<file path="src/rtl/idle_dwell_pkg.sv">
`timescale 1ns/1ps
package idle_dwell_pkg;
  typedef enum logic [2:0] {
    CS_IDLE   = 3'd0,
    CS_ACTIVE = 3'd1,
    CS_LOWPWR = 3'd2
  } ctl_state_e;

  typedef enum logic [1:0] {
    PH_WAIT  = 2'd0,
    PH_DWELL = 2'd1,
    PH_RESP  = 2'd2
  } phase_e;
endpackage

</file>
<file path="src/rtl/idle_dwell_decode.sv">
`timescale 1ns/1ps
module idle_dwell_decode
  import idle_dwell_pkg::*;
#(
  parameter int STATE_W = 3,
  parameter int REQ_W   = 6
) (
  input  logic [STATE_W-1:0] ctl_state,
  input  logic [REQ_W-1:0]   req_count,
  output logic               is_active,
  output logic               is_idle,
  output logic               req_one
);
  // Only exact codes qualify; low power and unused codes match neither
  always_comb begin
    is_active = (ctl_state == STATE_W'(CS_ACTIVE));
    is_idle   = (ctl_state == STATE_W'(CS_IDLE));
    req_one   = (req_count == REQ_W'(1));
  end
endmodule

</file>
<file path="src/rtl/idle_dwell_span.sv">
`timescale 1ns/1ps
module idle_dwell_span #(
  parameter int STATE_DWELL = 21,
  parameter int REQ_DWELL   = 48
) (
  input  logic clk,
  input  logic rst_n,
  input  logic arm,
  input  logic run,
  input  logic state_ok,
  input  logic req_ok,
  output logic fail,
  output logic done
);
  localparam int CW = $clog2(REQ_DWELL + 1);

  logic [CW-1:0] cnt_q, cnt_d, cnt_nxt;
  logic          cnt_en, state_need;

  // cnt_q = tracked cycles already accepted; the arming cycle counts as one
  always_comb begin
    cnt_nxt    = cnt_q + CW'(1);
    state_need = (cnt_nxt <= CW'(STATE_DWELL));
    fail       = run && (!req_ok || (state_need && !state_ok));
    done       = run && !fail && (cnt_nxt == CW'(REQ_DWELL));
    cnt_en     = arm || run;
    cnt_d      = arm ? CW'(1) : cnt_nxt;
  end

  always_ff @(posedge clk or negedge rst_n) begin
    if (!rst_n)      cnt_q <= '0;
    else if (cnt_en) cnt_q <= cnt_d;
  end

  // the request stretch never runs past its length
  a_r3_span_bound: assert property (@(posedge clk) disable iff (!rst_n)
    run |-> (cnt_q < CW'(REQ_DWELL)));

  // a request count other than one ends tracking in that cycle
  a_r3_req_break: assert property (@(posedge clk) disable iff (!rst_n)
    (run && !req_ok) |-> !done);
endmodule

</file>
<file path="src/rtl/idle_dwell_window.sv">
`timescale 1ns/1ps
module idle_dwell_window #(
  parameter int WIN_MIN = 1,
  parameter int WIN_MAX = 5
) (
  input  logic clk,
  input  logic rst_n,
  input  logic start,
  input  logic run,
  input  logic is_idle,
  output logic hit,
  output logic expire
);
  localparam int KW = $clog2(WIN_MAX + 1);

  logic [KW-1:0] k_q, k_d, k_nxt;
  logic          k_en;

  always_comb begin
    k_nxt  = k_q + KW'(1);
    hit    = run && is_idle && (k_nxt >= KW'(WIN_MIN));
    expire = run && !hit && (k_nxt == KW'(WIN_MAX));
    k_en   = start || run;
    k_d    = start ? '0 : k_nxt;
  end

  always_ff @(posedge clk or negedge rst_n) begin
    if (!rst_n)    k_q <= '0;
    else if (k_en) k_q <= k_d;
  end

  // the window never outlives its last cycle
  a_r6_window_bound: assert property (@(posedge clk) disable iff (!rst_n)
    run |-> (k_q < KW'(WIN_MAX)));
endmodule

</file>
<file path="src/rtl/idle_dwell_monitor.sv">
`timescale 1ns/1ps
module idle_dwell_monitor
  import idle_dwell_pkg::*;
#(
  parameter int STATE_W     = 3,
  parameter int REQ_W       = 6,
  parameter int STATE_DWELL = 21,
  parameter int REQ_DWELL   = 48,
  parameter int WIN_MIN     = 1,
  parameter int WIN_MAX     = 5
) (
  input  logic               clk,
  input  logic               rst_n,
  input  logic [STATE_W-1:0] ctl_state,
  input  logic [REQ_W-1:0]   req_count,
  output logic               pass_pulse,
  output logic               err_pulse,
  output logic               busy
);
  phase_e phase_q, phase_d;
  logic   is_active, is_idle, req_one;
  logic   arm, run_dwell, run_win;
  logic   span_fail, span_done, win_hit, win_expire;
  logic   pass_d, err_d, busy_d;
  logic   pass_q, err_q, busy_q;

  idle_dwell_decode #(.STATE_W(STATE_W), .REQ_W(REQ_W)) u_dec (
    .ctl_state (ctl_state),
    .req_count (req_count),
    .is_active (is_active),
    .is_idle   (is_idle),
    .req_one   (req_one)
  );

  idle_dwell_span #(.STATE_DWELL(STATE_DWELL), .REQ_DWELL(REQ_DWELL)) u_span (
    .clk      (clk),
    .rst_n    (rst_n),
    .arm      (arm),
    .run      (run_dwell),
    .state_ok (is_active),
    .req_ok   (req_one),
    .fail     (span_fail),
    .done     (span_done)
  );

  idle_dwell_window #(.WIN_MIN(WIN_MIN), .WIN_MAX(WIN_MAX)) u_win (
    .clk     (clk),
    .rst_n   (rst_n),
    .start   (span_done),
    .run     (run_win),
    .is_idle (is_idle),
    .hit     (win_hit),
    .expire  (win_expire)
  );

  // Next-state logic
  always_comb begin
    phase_d   = phase_q;
    arm       = 1'b0;
    pass_d    = 1'b0;
    err_d     = 1'b0;
    run_dwell = (phase_q == PH_DWELL);
    run_win   = (phase_q == PH_RESP);
    unique case (phase_q)
      PH_WAIT: begin
        if (is_active && req_one) begin
          arm     = 1'b1;
          phase_d = PH_DWELL;
        end
      end
      PH_DWELL: begin
        if (span_fail)      phase_d = PH_WAIT;
        else if (span_done) phase_d = PH_RESP;
      end
      PH_RESP: begin
        if (win_hit) begin
          pass_d  = 1'b1;
          phase_d = PH_WAIT;
        end else if (win_expire) begin
          err_d   = 1'b1;
          phase_d = PH_WAIT;
        end
      end
      default: phase_d = PH_WAIT;
    endcase
    busy_d = (phase_d != PH_WAIT);
  end

  // Registers
  always_ff @(posedge clk or negedge rst_n) begin
    if (!rst_n) begin
      phase_q <= PH_WAIT;
      pass_q  <= 1'b0;
      err_q   <= 1'b0;
      busy_q  <= 1'b0;
    end else begin
      phase_q <= phase_d;
      pass_q  <= pass_d;
      err_q   <= err_d;
      busy_q  <= busy_d;
    end
  end

  assign pass_pulse = pass_q;
  assign err_pulse  = err_q;
  assign busy       = busy_q;

  // a qualifying cycle while not busy makes busy high next cycle
  a_r1_arm: assert property (@(posedge clk) disable iff (!rst_n)
    (!busy && is_active && req_one) |=> busy);

  // pass only follows an IDLE sample and lasts one cycle
  a_r5_pass_idle: assert property (@(posedge clk) disable iff (!rst_n)
    pass_pulse |-> ($past(ctl_state) == STATE_W'(CS_IDLE)));
  a_r5_pass_single: assert property (@(posedge clk) disable iff (!rst_n)
    pass_pulse |=> !pass_pulse);

  // error never follows an IDLE sample and never coincides with pass
  a_r6_err_not_idle: assert property (@(posedge clk) disable iff (!rst_n)
    err_pulse |-> ($past(ctl_state) != STATE_W'(CS_IDLE)));
  a_r6_exclusive: assert property (@(posedge clk) disable iff (!rst_n)
    !(pass_pulse && err_pulse));

  // a pulse always closes an attempt that was in progress
  a_r7_pulse_ends: assert property (@(posedge clk) disable iff (!rst_n)
    (pass_pulse || err_pulse) |-> (!busy && $past(busy)));
endmodule

</file>
<file path="config.mk">
export PLATFORM = sky130hd
export DESIGN_NAME = idle_dwell_monitor
export DESIGN_NICKNAME = d
export VERILOG_FILES = /design/src/rtl/idle_dwell_pkg.sv /design/src/rtl/idle_dwell_decode.sv /design/src/rtl/idle_dwell_span.sv /design/src/rtl/idle_dwell_window.sv /design/src/rtl/idle_dwell_monitor.sv
export SDC_FILE = /design/constraint.sdc
export NUM_CORES = 1
export LEC_CHECK = 0
export ABC_AREA = 1
export BUFFER_PORTS_ARGS = -buffer_cell sky130_fd_sc_hd__buf_2
export CAP_MARGIN = 30
export CORE_ASPECT_RATIO = 0.9
export CORE_UTILIZATION = 50
export CTS_BUF_LIST = sky130_fd_sc_hd__clkbuf_8
export DETAILED_ROUTE_END_ITERATION = 10
export GPL_TIMING_DRIVEN = 0
export PLACE_DENSITY = 0.72
export SYNTH_ARGS = -nofsm -noshare
export SYNTH_HDL_FRONTEND = slang
export SYNTH_SLANG_ARGS = --single-unit
</file>
<file path="constraint.sdc">
create_clock -name clk -period 1.8 [get_ports clk]
set_input_delay 0.18 -clock clk [delete_from_list [all_inputs] [get_ports clk]]
set_output_delay 0.18 -clock clk [all_outputs]
set_load 0.05 [all_outputs]
</file>
# == Word-level counts from Yosys, hierarchy flattened ==
# Index checks and enable logic that the tools add are counted.
# word_totals
ff_bits,14
latch_bits,0
ramBits,0
rom_bits,0
inputBits,11
out_inout_bits,3
word_cells,50
memories,0
# op_classes
n_addsub,2
multipliers,0
n_div,0
n_lt_le_gt_ge,2
eq_ne,6
shifts,0
muxes,15
bitwise_logic,0
reduce_logical,19
# ops
op,count
$mux 2,5
$logic_and 1x1->1,9
$mux 1,7
$add 6x1->6 const B,1
$eq 6x1->1 const B,1
$eq 6x6->1 const B,1
$le 6x5->1 const B,1
$mux 6,1
$pmux 2 s3,1
$logic_not 1->1,4
$add 3x1->3 const B,1
$eq 3x1->1 const B,1
$eq 3x3->1 const B,1
$ge 3x1->1 const B,1
$logic_not 3->1,1
$logic_or 1x1->1,3
$mux 3,1
$eq 2x1->1 const B,1
$eq 2x2->1 const B,1
$logic_not 2->1,1
$reduce_bool 2->1,1

# == Longest topological paths before layout ==
# Gate-level depths: netlist of the first run.
# depth
word_depth,12
mapped_depth,11
ltp_nobuf,11

# == Modules after synthesis ==
# From an unflattened synthesis of the first run, not the netlist that was laid out.
# unflattened
hier_cells,123
area_unflattened_um2,924.6
# by_module_without_submodules
module,instances,cells_per_inst,area_per_inst_um2,seq_area_each_um2
idle_dwell_span,1,55,439.2,150.1
idle_dwell_monitor,1,31,234.0,125.1
idle_dwell_window,1,29,203.9,75.1
idle_dwell_decode,1,8,47.5,0.0

# == Worst setup path after synthesis of the first run ==
# OpenSTA, ideal clock, no wires.
# synth_path
path_type,register -> register
from,register u_span.cnt_q[0]
to,register busy_q (netlist: busy)
setup_ns,0.114
arrival_ns,1.325
required_time_ns,1.686
setup_slack_ns,0.361
stages_incl_launch_ff,12
path_buffers,0
period_less_slack_ns,1.439
cell_sequence,dfrtp_1 ha_1 inv_1 nand2_1 nand2_1 nand2_1 nor2_1 nand3_1 nand3_1 nand2_4 inv_2 nand2_2
# synth_between
elab_chain_cells,12
word_cells_on_any_way,13
classes_between,1 x add/sub; 1 x order compare; 1 x eq/ne; 3 x mux; 7 x reduce/logical
# synth_lines
item,line_no,source
"start, declared",idle_dwell_span.sv:17,"logic [CW-1:0] cnt_q, cnt_d, cnt_nxt;"
"start signal, assigned",idle_dwell_span.sv:32,else if (cnt_en) cnt_q <= cnt_d;
$add 6x1->6 (*),idle_dwell_span.sv:22,cnt_nxt = cnt_q + CW'(1);
$le 6x5->1,idle_dwell_span.sv:23,state_need = (cnt_nxt <= CW'(STATE_DWELL));
$logic_and 1x1->1,idle_dwell_span.sv:24,fail = run && (!req_ok || (state_need && !state_ok));
$logic_or 1x1->1,idle_dwell_span.sv:24,
$logic_and 1x1->1,idle_dwell_span.sv:24,
$logic_not 1->1,idle_dwell_span.sv:25,done = run && !fail && (cnt_nxt == CW'(REQ_DWELL));
$logic_and 1x1->1 (2 in a row),idle_dwell_span.sv:25,
$mux 2,idle_dwell_monitor.sv:73,else if (span_done) phase_d = PH_RESP;
$mux 2 (*),idle_dwell_monitor.sv:72,if (span_fail) phase_d = PH_WAIT;
$pmux 2 s3 (*),idle_dwell_monitor.sv:64,unique case (phase_q)
named net phase_d[0],idle_dwell_monitor.sv:20,"phase_e phase_q, phase_d;"
$reduce_bool 2->1 (*),idle_dwell_monitor.sv:86,busy_d = (phase_d != PH_WAIT);
named net busy_d,idle_dwell_monitor.sv:24,"logic pass_d, err_d, busy_d;"
"end signal, assigned",idle_dwell_monitor.sv:100,busy_q <= busy_d;
"end, declared",idle_dwell_monitor.sv:25,"logic pass_q, err_q, busy_q;"
# Mark *: on every way through the listed nets, which the timed path passes. The rest lies on a longest branch.
# A chain may end at the register's enable or synchronous reset.

# == Worst setup path after layout of the first run ==
# layout_path
from,register u_span.cnt_q[0]
to,register u_win.k_q[0]
# layout_between
elab_chain_cells,9
word_cells_on_any_way,11
classes_between,1 x add/sub; 1 x order compare; 1 x eq/ne; 1 x mux; 7 x reduce/logical
# layout_lines
item,line_no,source
$add 6x1->6 (*),idle_dwell_span.sv:22,
$le 6x5->1,idle_dwell_span.sv:23,
$logic_and 1x1->1,idle_dwell_span.sv:24,
$logic_or 1x1->1,idle_dwell_span.sv:24,
$logic_and 1x1->1,idle_dwell_span.sv:24,
$logic_not 1->1,idle_dwell_span.sv:25,
$logic_and 1x1->1,idle_dwell_span.sv:25,
$logic_and 1x1->1 (*),idle_dwell_span.sv:25,
$mux 3 or $logic_or 1x1->1 (tied branches),"idle_dwell_window.sv:24, idle_dwell_window.sv:23",
"end signal, assigned",idle_dwell_window.sv:29,else if (k_en) k_q <= k_d;
"end, declared",idle_dwell_window.sv:16,"logic [KW-1:0] k_q, k_d, k_nxt;"
# Mark *: on every way between the ends. The rest lies on a longest branch, timed or not.

==> reports/summary.txt, run 1 <==
outcome: finished, final reports clean
CTS resizes: 0
Period Utilization, post-route: 91.4%
power per standard cell area: 862 nW/um^2
unique cell type count in the Yosys netlist: 24
Finished Layout Cells: 163
skew final: 0.00297 ns
Detailed Route WL: 1780 um
Crit. End Element: flop
Initial Util: 53.6%
Setup TNS Final: 0 ns
IO Count: 14
total number of H-tree levels: 1
critical path data required time: 1.95 ns
Hold Slack: 0.298 ns
Avg Cell Area, Syn: 7.45 sq um
width of the die: 46.7 um
critical path arrival: 1.79 ns
Initial DRT Pass Iterations: 4
clock slew at reported path FFs: 0.06 ns
vias in the first global route: 749
DR vias: 840
global-route wire length before repair: 2960 um
ANT cells: 0
Critical Path, Cell by Cell: ha_1 > inv_1 > nand2_1 > nand2_1 > nand4_1 > nor2_1 > nand3_2 > nand3_1 > inv_1
Final Slew Violations: 0
Max clock buf depth: 2
Area Overhead vs Synth: 17.8%
post-layout min period: 1.65 ns
Slew headroom: 76.8%
Post-Syn Area: 901 sq um
Finish-stage setup viols: 0
Die Ht: 42.3 um
RSZ-0062 raised after global routing: no
grt ovf: 0
Post-Syn Nets: 137
worst skew pair latency: 0.25 ns
sequential element share of the synthesized area: 38.9%
Fillers: 169
WHS Endpoint: pass_pulse
Vias/cell: 5.15
dpl hpwl: 1300 um
Max VDD drop: 0.000542 V
Worst R2R Setup Slack: 0.15 ns
Seq cells post-synth: 14
die area: 1980 sq um
average wire per standard cell: 10.9 um
CP max stage delay: 0.46 ns
Port Buf Inserts: 13
WP buf/inv: 2
Critical Path Start: u_span.cnt_q[0]
CTS Buf Count: 3
Maximum Capacitance Violations: 0
Total Nets Final: 156
gate count of the mapped netlist: 121
critical path class: flop to flop
gpl congestion: 0.825
Fin. Hold Viols: 0
worst hold path type: primary input to flop
hold_sp: ctl_state[1]
Rows: 14
worst slew pin tran: 0.344 ns
share of cells above drive strength 1: 21.6%
CTS tree: yes
CP max FO: 6
Leak: 0.630 nW
Register-to-Register Path Depth: 9
GRT Overall Usage: 21.4%
Inst Count DP: 158
Final ANT Viol Nets: 0
reg-to-reg endpoint: u_win.k_q[0]
largest net degree at the start of global routing: 15
hold depth: 4
Root Driver: clkbuf_8
CORE AREA: 1680 sq um
Ys Warns: 0
initial antenna violation count: 0
residual DRC count: 0
clk sink count: 14
highest-delay cell along the critical path: dfrtp_1
fmax: 0.608 GHz
family with the most delay on the worst path: simple AND/OR/NAND/NOR gates
crit start category: flop
r2r startpoint: u_span.cnt_q[0]
DR iter-0 viols: 57
==> cell families after synthesis <==
logic type      count (synthesis)  share of synthesized area (%)
simple gates                   68                           36.7
flops                          14                           38.9
buf+inv                        23                           10.0
xor+xnor                        1                          0.972
fa+ha+maj                       5                           6.94
compound gates                 10                           6.53
==> power by group <==
group / total [mW] / internal, mW / switching, mW
combinational: 0.240 / 0.0907 / 0.149
sequential: 0.356 / 0.333 / 0.0231
clock: 0.319 / 0.194 / 0.124
==> stage by stage <==
stage	power (mW)	area (sq um)	worst slack, ns	util, %
floorplan	0.538	901	0.361	-
global placement	0.585	996	0.212	59.2
detailed placement	0.591	996	0.190	59.2
CTS	0.916	1060	0.152	63.1
global route	0.962	1060	0.0200	63.1
finish	0.915	1060	0.154	63.1
==> Yosys cell counts, drive strengths merged <==
cell type  count  share of area (%)
inv           21                8.7
or2            3                2.1
or3            1                1.2
o21ai          6                3.7
nor2           9                4.0
o22ai          4                2.8
nor4           1               0.69
nand3         13                8.3
nand4          5                3.5
xor2           1               0.97
clkinv         1               0.42
nand2         35                 16
buf            1               0.83
nand3b         1               0.83
ha             5                6.9
dfrtp         14                 39
==> worst register-to-register path: cells and delay by family (launching register included) <==
kind / cells / cell delay, ns
fa+ha+maj: 1 / 0.29
simple gates: 6 / 0.67
flops: 1 / 0.46
buf+inv: 2 / 0.14
==> cells in the final DEF (no fill, tap or decap), types with 2 or more instances in the layout <==
cell and instances:
dfrtp_1 14, nand3_2 2, o21ai_0 3, clkbuf_8 4, inv_1 17, or2_1 2
o22ai_1 4, nand4_1 5, o21ai_1 2, inv_2 4, nand2_2 2, nor2_1 8
nand3_1 11, buf_2 13, nand2_1 32, ha_1 5
==> routing by layer <==
layer	share of wire (%)	track usage, %	wire (um)	vias up
met5	0	0	0	-
met1	46	28.2	827	369
met2	45	31.1	810	36
met4	1.6	13.1	29	0
li1	-	-	-	431
met3	6.6	4.74	117	4
==> worst max-delay path by stage <==
stage | slack [ns] | end | depth (start not counted)
after CTS | 0.15 | busy | 10
after floorplan | 0.36 | busy | 11
after detailed placement | 0.19 | busy | 9
after global routing | 0.02 | u_win.k_q[0] | 9
final | 0.15 | u_win.k_q[0] | 9
after global placement | 0.21 | busy | 9
==> sequential cells by signal (all words and copies together), names as in the netlist <==
register and flops:
u_span.cnt_q 6, u_win.k_q 3, phase_q 2, busy 1, err_pulse 1, pass_pulse 1
==> layout make-up <==
type,instances,area (sq um),share of cell area [%]
plain buffers,1,7.51,0.708
clock buffers,4,55.1,5.19
inverters,22,82.6,7.78
multi-input cells,84,460,43.4
flip-flops and latches,14,350,33.0
well taps,24,30.0,2.83
repair buffers,14,75.1,7.08
==> timing repair <==
action | CTS | global route
hold buffers | 1 | 0
hold endpoints to repair | 14 | 0
buffers inserted | 0 | 0
No activity file was read; power rests on OpenSTA's default activity.
==> inputs of run 2 (changes only) <==
Settings changed: PLACE_DENSITY 0.72 to 0.74, SKIP_CTS_REPAIR_TIMING set to 1.
Clock period 1.8 ns to 1.42 ns, I/O delays scaled along.
==> reports/summary.txt, run 2 (synthesis gave the netlist of run 1 again) <==
average wire per standard cell: 13.4 um (+23%)
vias in the first global route: 772 (+3.1%)
Rows: 14 (unchanged)
residual DRC count: 0 (unchanged)
Leak: 0.667 nW (+5.9%)
Crit. End Element: flop
sequential share of power: 35.3% (-3.7 points)
fraction of power consumed by the clock network: 29.9% (-4.9 points)
critical path class: flop to flop
Root Driver: clkbuf_8
Detailed Route WL: 2240 um (+26%)
Most flops, register: u_span.cnt_q
critical path arrival: 1.68 ns (-0.11 ns)
total number of H-tree levels: 1 (unchanged)
ANT cells: 0 (unchanged)
Initial Util: 53.6% (unchanged)
critical path data required time: 1.61 ns (-0.34 ns)
internal power: 0.850 mW (+38%)
most frequent cells in the layout: nand2_1, inv_1, buf_2
CP max stage delay: 0.45 ns (about the same)
Fin. Hold Viols: 0 (unchanged)
Hold Slack: 0.194 ns (-0.104 ns)
Max VDD drop: 0.000722 V (+33%)
Total Nets Final: 160 (+2.6%)
total power: 1.29 mW (+41%)
GRT Overall Usage: 22.0% (+0.60 points)
worst slew pin tran: 0.315 ns (-0.0295 ns)
highest-delay cell along the critical path: dfrtp_2
clock slew at reported path FFs: 0.06 ns (about the same)
Max clock buf depth: 2 (unchanged)
Die Ht: 42.3 um (unchanged)
sw frac: 34.1% (+1.7 points)
Fillers: 118 (-30%)
initial antenna violation count: 0 (unchanged)
fmax: 0.669 GHz (+10%)
Final Slew Violations: 0 (unchanged)
failing checks: negative setup slack
Area Overhead vs Synth: 35.3%
power per standard cell area: 1060 nW/um^2 (+23%)
final setup margin: -0.0754 ns (-0.230 ns)
Maximum Capacitance Violations: 0 (unchanged)
Finished Layout Cells: 167 (+2.5%)
Final ANT Viol Nets: 0 (unchanged)
Comb pwr share: 34.8% (+8.6 points)
CORE AREA: 1680 sq um (unchanged)
CTS tree: yes
biggest regs: u_span.cnt_q (6), u_win.k_q (3), phase_q (2)
fin util: 72.5% (+9.4 points)
CP max FO: 5 (-1)
CTS Buf Count: 3 (unchanged)
Finish-stage setup viols: 5 (+5)
gpl congestion: 0.870 (+5.5%)
max reg flops: 6 (unchanged)
skew final: 0.00489 ns (+0.00192 ns)
Initial DRT Pass Iterations: 5 (+1)
global-route wire length before repair: 3080 um (+4.2%)
Critical Path, Cell by Cell: ha_4 > inv_2 > nand2_2 > nand2_2 > nand4_1 > nor2_2 > nand3_4 > nand2_4 > inv_2 > nand2_2
worst slack, placed: -0.152 ns (-0.341 ns)
Period Utilization, post-route: 105% (+14 points)
Setup TNS Final: -0.294 ns (-0.294 ns)
DR iter-0 viols: 41 (-28%)
dpl hpwl: 1370 um (+5.5%)
Switch Pwr: 0.441 mW (+49%)
crit start category: flop
Slew headroom: 78.8% (+2.0 points)
Vias/cell: 5.32 (+3.2%)
largest net degree at the start of global routing: 15 (unchanged)
outcome: finished, violations left
DR vias: 888 (+5.7%)
grt ovf: 0 (unchanged)
RSZ-0062 raised after global routing: yes
family with the most delay on the worst path: simple AND/OR/NAND/NOR gates
DP Area: 998 sq um (+0.25%)
worst skew pair latency: 0.25 ns (about the same)
commonest non-fill, non-tap cell in the layout: nand2_1
WP buf/inv: 2 (unchanged)
fin area: 1220 sq um (+15%)
die area: 1980 sq um (unchanged)
share of cells above drive strength 1: 39.9% (+18 points)
Inst Count DP: 158 (unchanged)
Port Buf Inserts: 13 (unchanged)
most frequent CP cell: nand2_2
IO Count: 14 (unchanged)
clk sink count: 14 (unchanged)
worst hold path type: primary input to flop
width of the die: 46.7 um (unchanged)
post-layout min period: 1.50 ns (-0.150 ns)
[run 2: path summary, 6_finish.rpt]
| kind | startpoint | end | cells after the start | slack (ns) |
|---|---|---|---|---|
| max in group asynchronous | rst_n | u_span.cnt_q[1] | 2 | 0.85 |
| hold / removal | ctl_state[1] | pass_pulse | 4 | 0.19 |
| min in group asynchronous | rst_n | err_pulse | 2 | 0.31 |
| setup / recovery | u_span.cnt_q[0] | busy | 10 | -0.08 |
| hold reg to reg | phase_q[1] | u_span.cnt_q[1] | 3 | 0.59 |
| setup reg to reg | u_span.cnt_q[0] | busy | 10 | -0.08 |
[run 2: per-layer routing]
layer  track usage [%]  vias to the layer above  wire length, um
li1                  -                      428                -
met3              6.90                        8              133
met2              33.3                       41             1120
met4              9.14                        0               58
met5                 0                        -                0
met1              28.5                      411              927
[run 2: power by group through the flow]
stage | Combinational (mW) | Clock, mW | Sequential (mW)
3_5_place_dp | 0.296 | 0 | 0.458
4_1_cts | 0.300 | 0.386 | 0.451
5_1_grt | 0.492 | 0.412 | 0.459
6_report | 0.449 | 0.386 | 0.456
2_1_floorplan | 0.233 | 0 | 0.451
3_3_place_gp | 0.290 | 0 | 0.456
[run 2: cell type report]
class	instances	area (sq um)	share of cell area [%]
sequential	14	353	29.0
buffer	1	11.3	0.924
inverter	22	82.6	6.78
tap	24	30.0	2.46
multi-input combinational	84	578	47.4
timing repair buffer	18	109	8.93
clock buffer	4	55.1	4.52
[run 2: tightest hold or removal path: cells and delay by family]
| family | cells | cell delay [ns] |
|---|---|---|
| buffers and inverters | 2 | 0.13 |
| AOI/OAI and AO/OA | 1 | 0.08 |
| and+or+nand+nor | 1 | 0.05 |
==> inputs of run 3 (changes only) <==
Settings changed: CORE_UTILIZATION 50 to 52, PLACE_DENSITY 0.74 to 0.77.
==> reports/summary.txt, run 3 (synthesis gave the netlist of run 1 again) <==
outcome: finished, violations left
failing checks: negative setup slack
worst skew pair latency: 0.25 ns (about the same)
fmax: 0.624 GHz (-6.7%)
initial antenna violation count: 0 (unchanged)
CTS Buf Count: 3 (unchanged)
Setup TNS Final: -0.908 ns (-0.613 ns)
CP max FO: 5 (unchanged)
Crit. End Element: flop
biggest regs: u_span.cnt_q (6), u_win.k_q (3), phase_q (2)
final setup margin: -0.183 ns (-0.107 ns)
critical path class: flop to flop
dpl hpwl: 1470 um (+7.2%)
Inst Count DP: 156 (-1.3%)
worst slew pin tran: 0.319 ns (+0.00444 ns)
ANT cells: 0 (unchanged)
skew final: 0.00381 ns (-0.00107 ns)
critical path arrival: 1.75 ns (+0.07 ns)
post-layout min period: 1.60 ns (+0.107 ns)
Initial Util: 58.9% (+5.3 points)
fin area: 1280 sq um (+4.8%)
Area Overhead vs Synth: 41.8%
crit start category: flop
Finish-stage setup viols: 7 (+2)
Root Driver: clkbuf_8
Fin. Hold Viols: 0 (unchanged)
power per standard cell area: 1080 nW/um^2 (+1.7%)
total number of H-tree levels: 1 (unchanged)
gpl congestion: 0.793 (-8.9%)
RSZ-0062 raised after global routing: yes
critical path data required time: 1.57 ns (-0.04 ns)
residual DRC count: 0 (unchanged)
share of cells above drive strength 1: 46.2% (+6.3 points)
global-route wire length before repair: 3180 um (+3.1%)
Final Slew Violations: 0 (unchanged)
DR vias: 1001 (+13%)
Most flops, register: u_span.cnt_q
Max VDD drop: 0.000970 V (+34%)
largest net degree at the start of global routing: 15 (unchanged)
Detailed Route WL: 2910 um (+30%)
Worst R2R Setup Slack: -0.18 ns (-0.11 ns)
clk sink count: 14 (unchanged)
WP buf/inv: 3 (+1)
commonest non-fill, non-tap cell in the layout: nand2_1
GRT Overall Usage: 23.8% (+1.8 points)
Leak: 0.667 nW (about the same)
CP max stage delay: 0.44 ns (about the same)
fin util: 83.6% (+11 points)
Period Utilization, post-route: 113% (+7.6 points)
Final ANT Viol Nets: 0 (unchanged)
vias in the first global route: 756 (-2.1%)
CTS tree: yes
DR iter-0 viols: 99 (+140%)
family with the most delay on the worst path: simple AND/OR/NAND/NOR gates
CORE AREA: 1530 sq um (-9.1%)
worst hold path type: primary input to async pin
Initial DRT Pass Iterations: 6 (+1)
Die Ht: 41.5 um (-1.9%)
grt ovf: 0 (unchanged)
most frequent cells in the layout: nand2_1, buf_2, dfrtp_1
IO Count: 14 (unchanged)
Port Buf Inserts: 13 (unchanged)
Maximum Capacitance Violations: 0 (unchanged)
Finished Layout Cells: 167 (unchanged)
CP Depth: 11 (+1)
DP Area: 996 sq um (-0.25%)
Critical Path, Cell by Cell: buf_6 > buf_6 > nand3_4 > nand2_2 > nand3_2 > nand2_2 > nand3_4 > nand3_4 > nand2_4 > inv_2 > nand2_2
Rows: 13 (-1)
Slew headroom: 78.7% (-0.10 points)
Register-to-Register Path Depth: 11 (+1)
max reg flops: 6 (unchanged)
width of the die: 45.9 um (-1.9%)
clock slew at reported path FFs: 0.06 ns (about the same)
highest-delay cell along the critical path: dfrtp_2
Total Nets Final: 162 (+1.3%)
Max clock buf depth: 2 (unchanged)
Vias/cell: 5.99 (+13%)
die area: 1900 sq um (-3.7%)
average wire per standard cell: 17.4 um (+30%)
==> run 3: final cells by class <==
class / instances / area (sq um)
flip-flops and latches: 14 / 353
plain buffers: 1 / 7.51
well taps: 22 / 27.5
fillers: 99 / 251
repair buffers: 20 / 128
clock buffers: 4 / 55.1
inverters: 22 / 82.6
multi-input cells: 84 / 624
==> run 3: worst paths after layout <==
| path | from | to |
|---|---|---|
| worst max register to register | u_span.cnt_q[0] | busy |
| max in group asynchronous | rst_n | u_span.cnt_q[0] |
| min in group clk | ctl_state[2] | pass_pulse |
| worst min register to register | phase_q[1] | u_span.cnt_q[1] |
| worst max-delay path | u_span.cnt_q[0] | busy |
| worst min-delay path | rst_n | u_span.cnt_q[2] |
==> run 3: stage by stage <==
step	worst slack [ns]	power, mW	hold slack [ns]
6_report	-0.183	1.38	0.310
5_1_grt	-0.233	1.43	0.340
4_1_cts	-0.258	1.15	-0.213
3_5_place_dp	-0.215	0.760	0.0517
3_3_place_gp	-0.113	0.742	0.0519
2_1_floorplan	0.00475	0.684	-0.154
==> run 3: routing by layer <==
| metal | global-route usage (%) | wire length, um | part of all wire [%] |
|---|---|---|---|
| met2 | 38.6 | 1330 | 46 |
| met5 | 0 | 0 | 0 |
| met1 | 28.5 | 1100 | 38 |
| met4 | 8.24 | 147 | 5.1 |
| met3 | 8.26 | 331 | 11 |
==> run 3: power breakdown <==
part	internal, mW	leakage [nW]	switching, mW
logic	0.184	0.469	0.337
clock network	0.246	0.0288	0.147
registers	0.424	0.169	0.0388
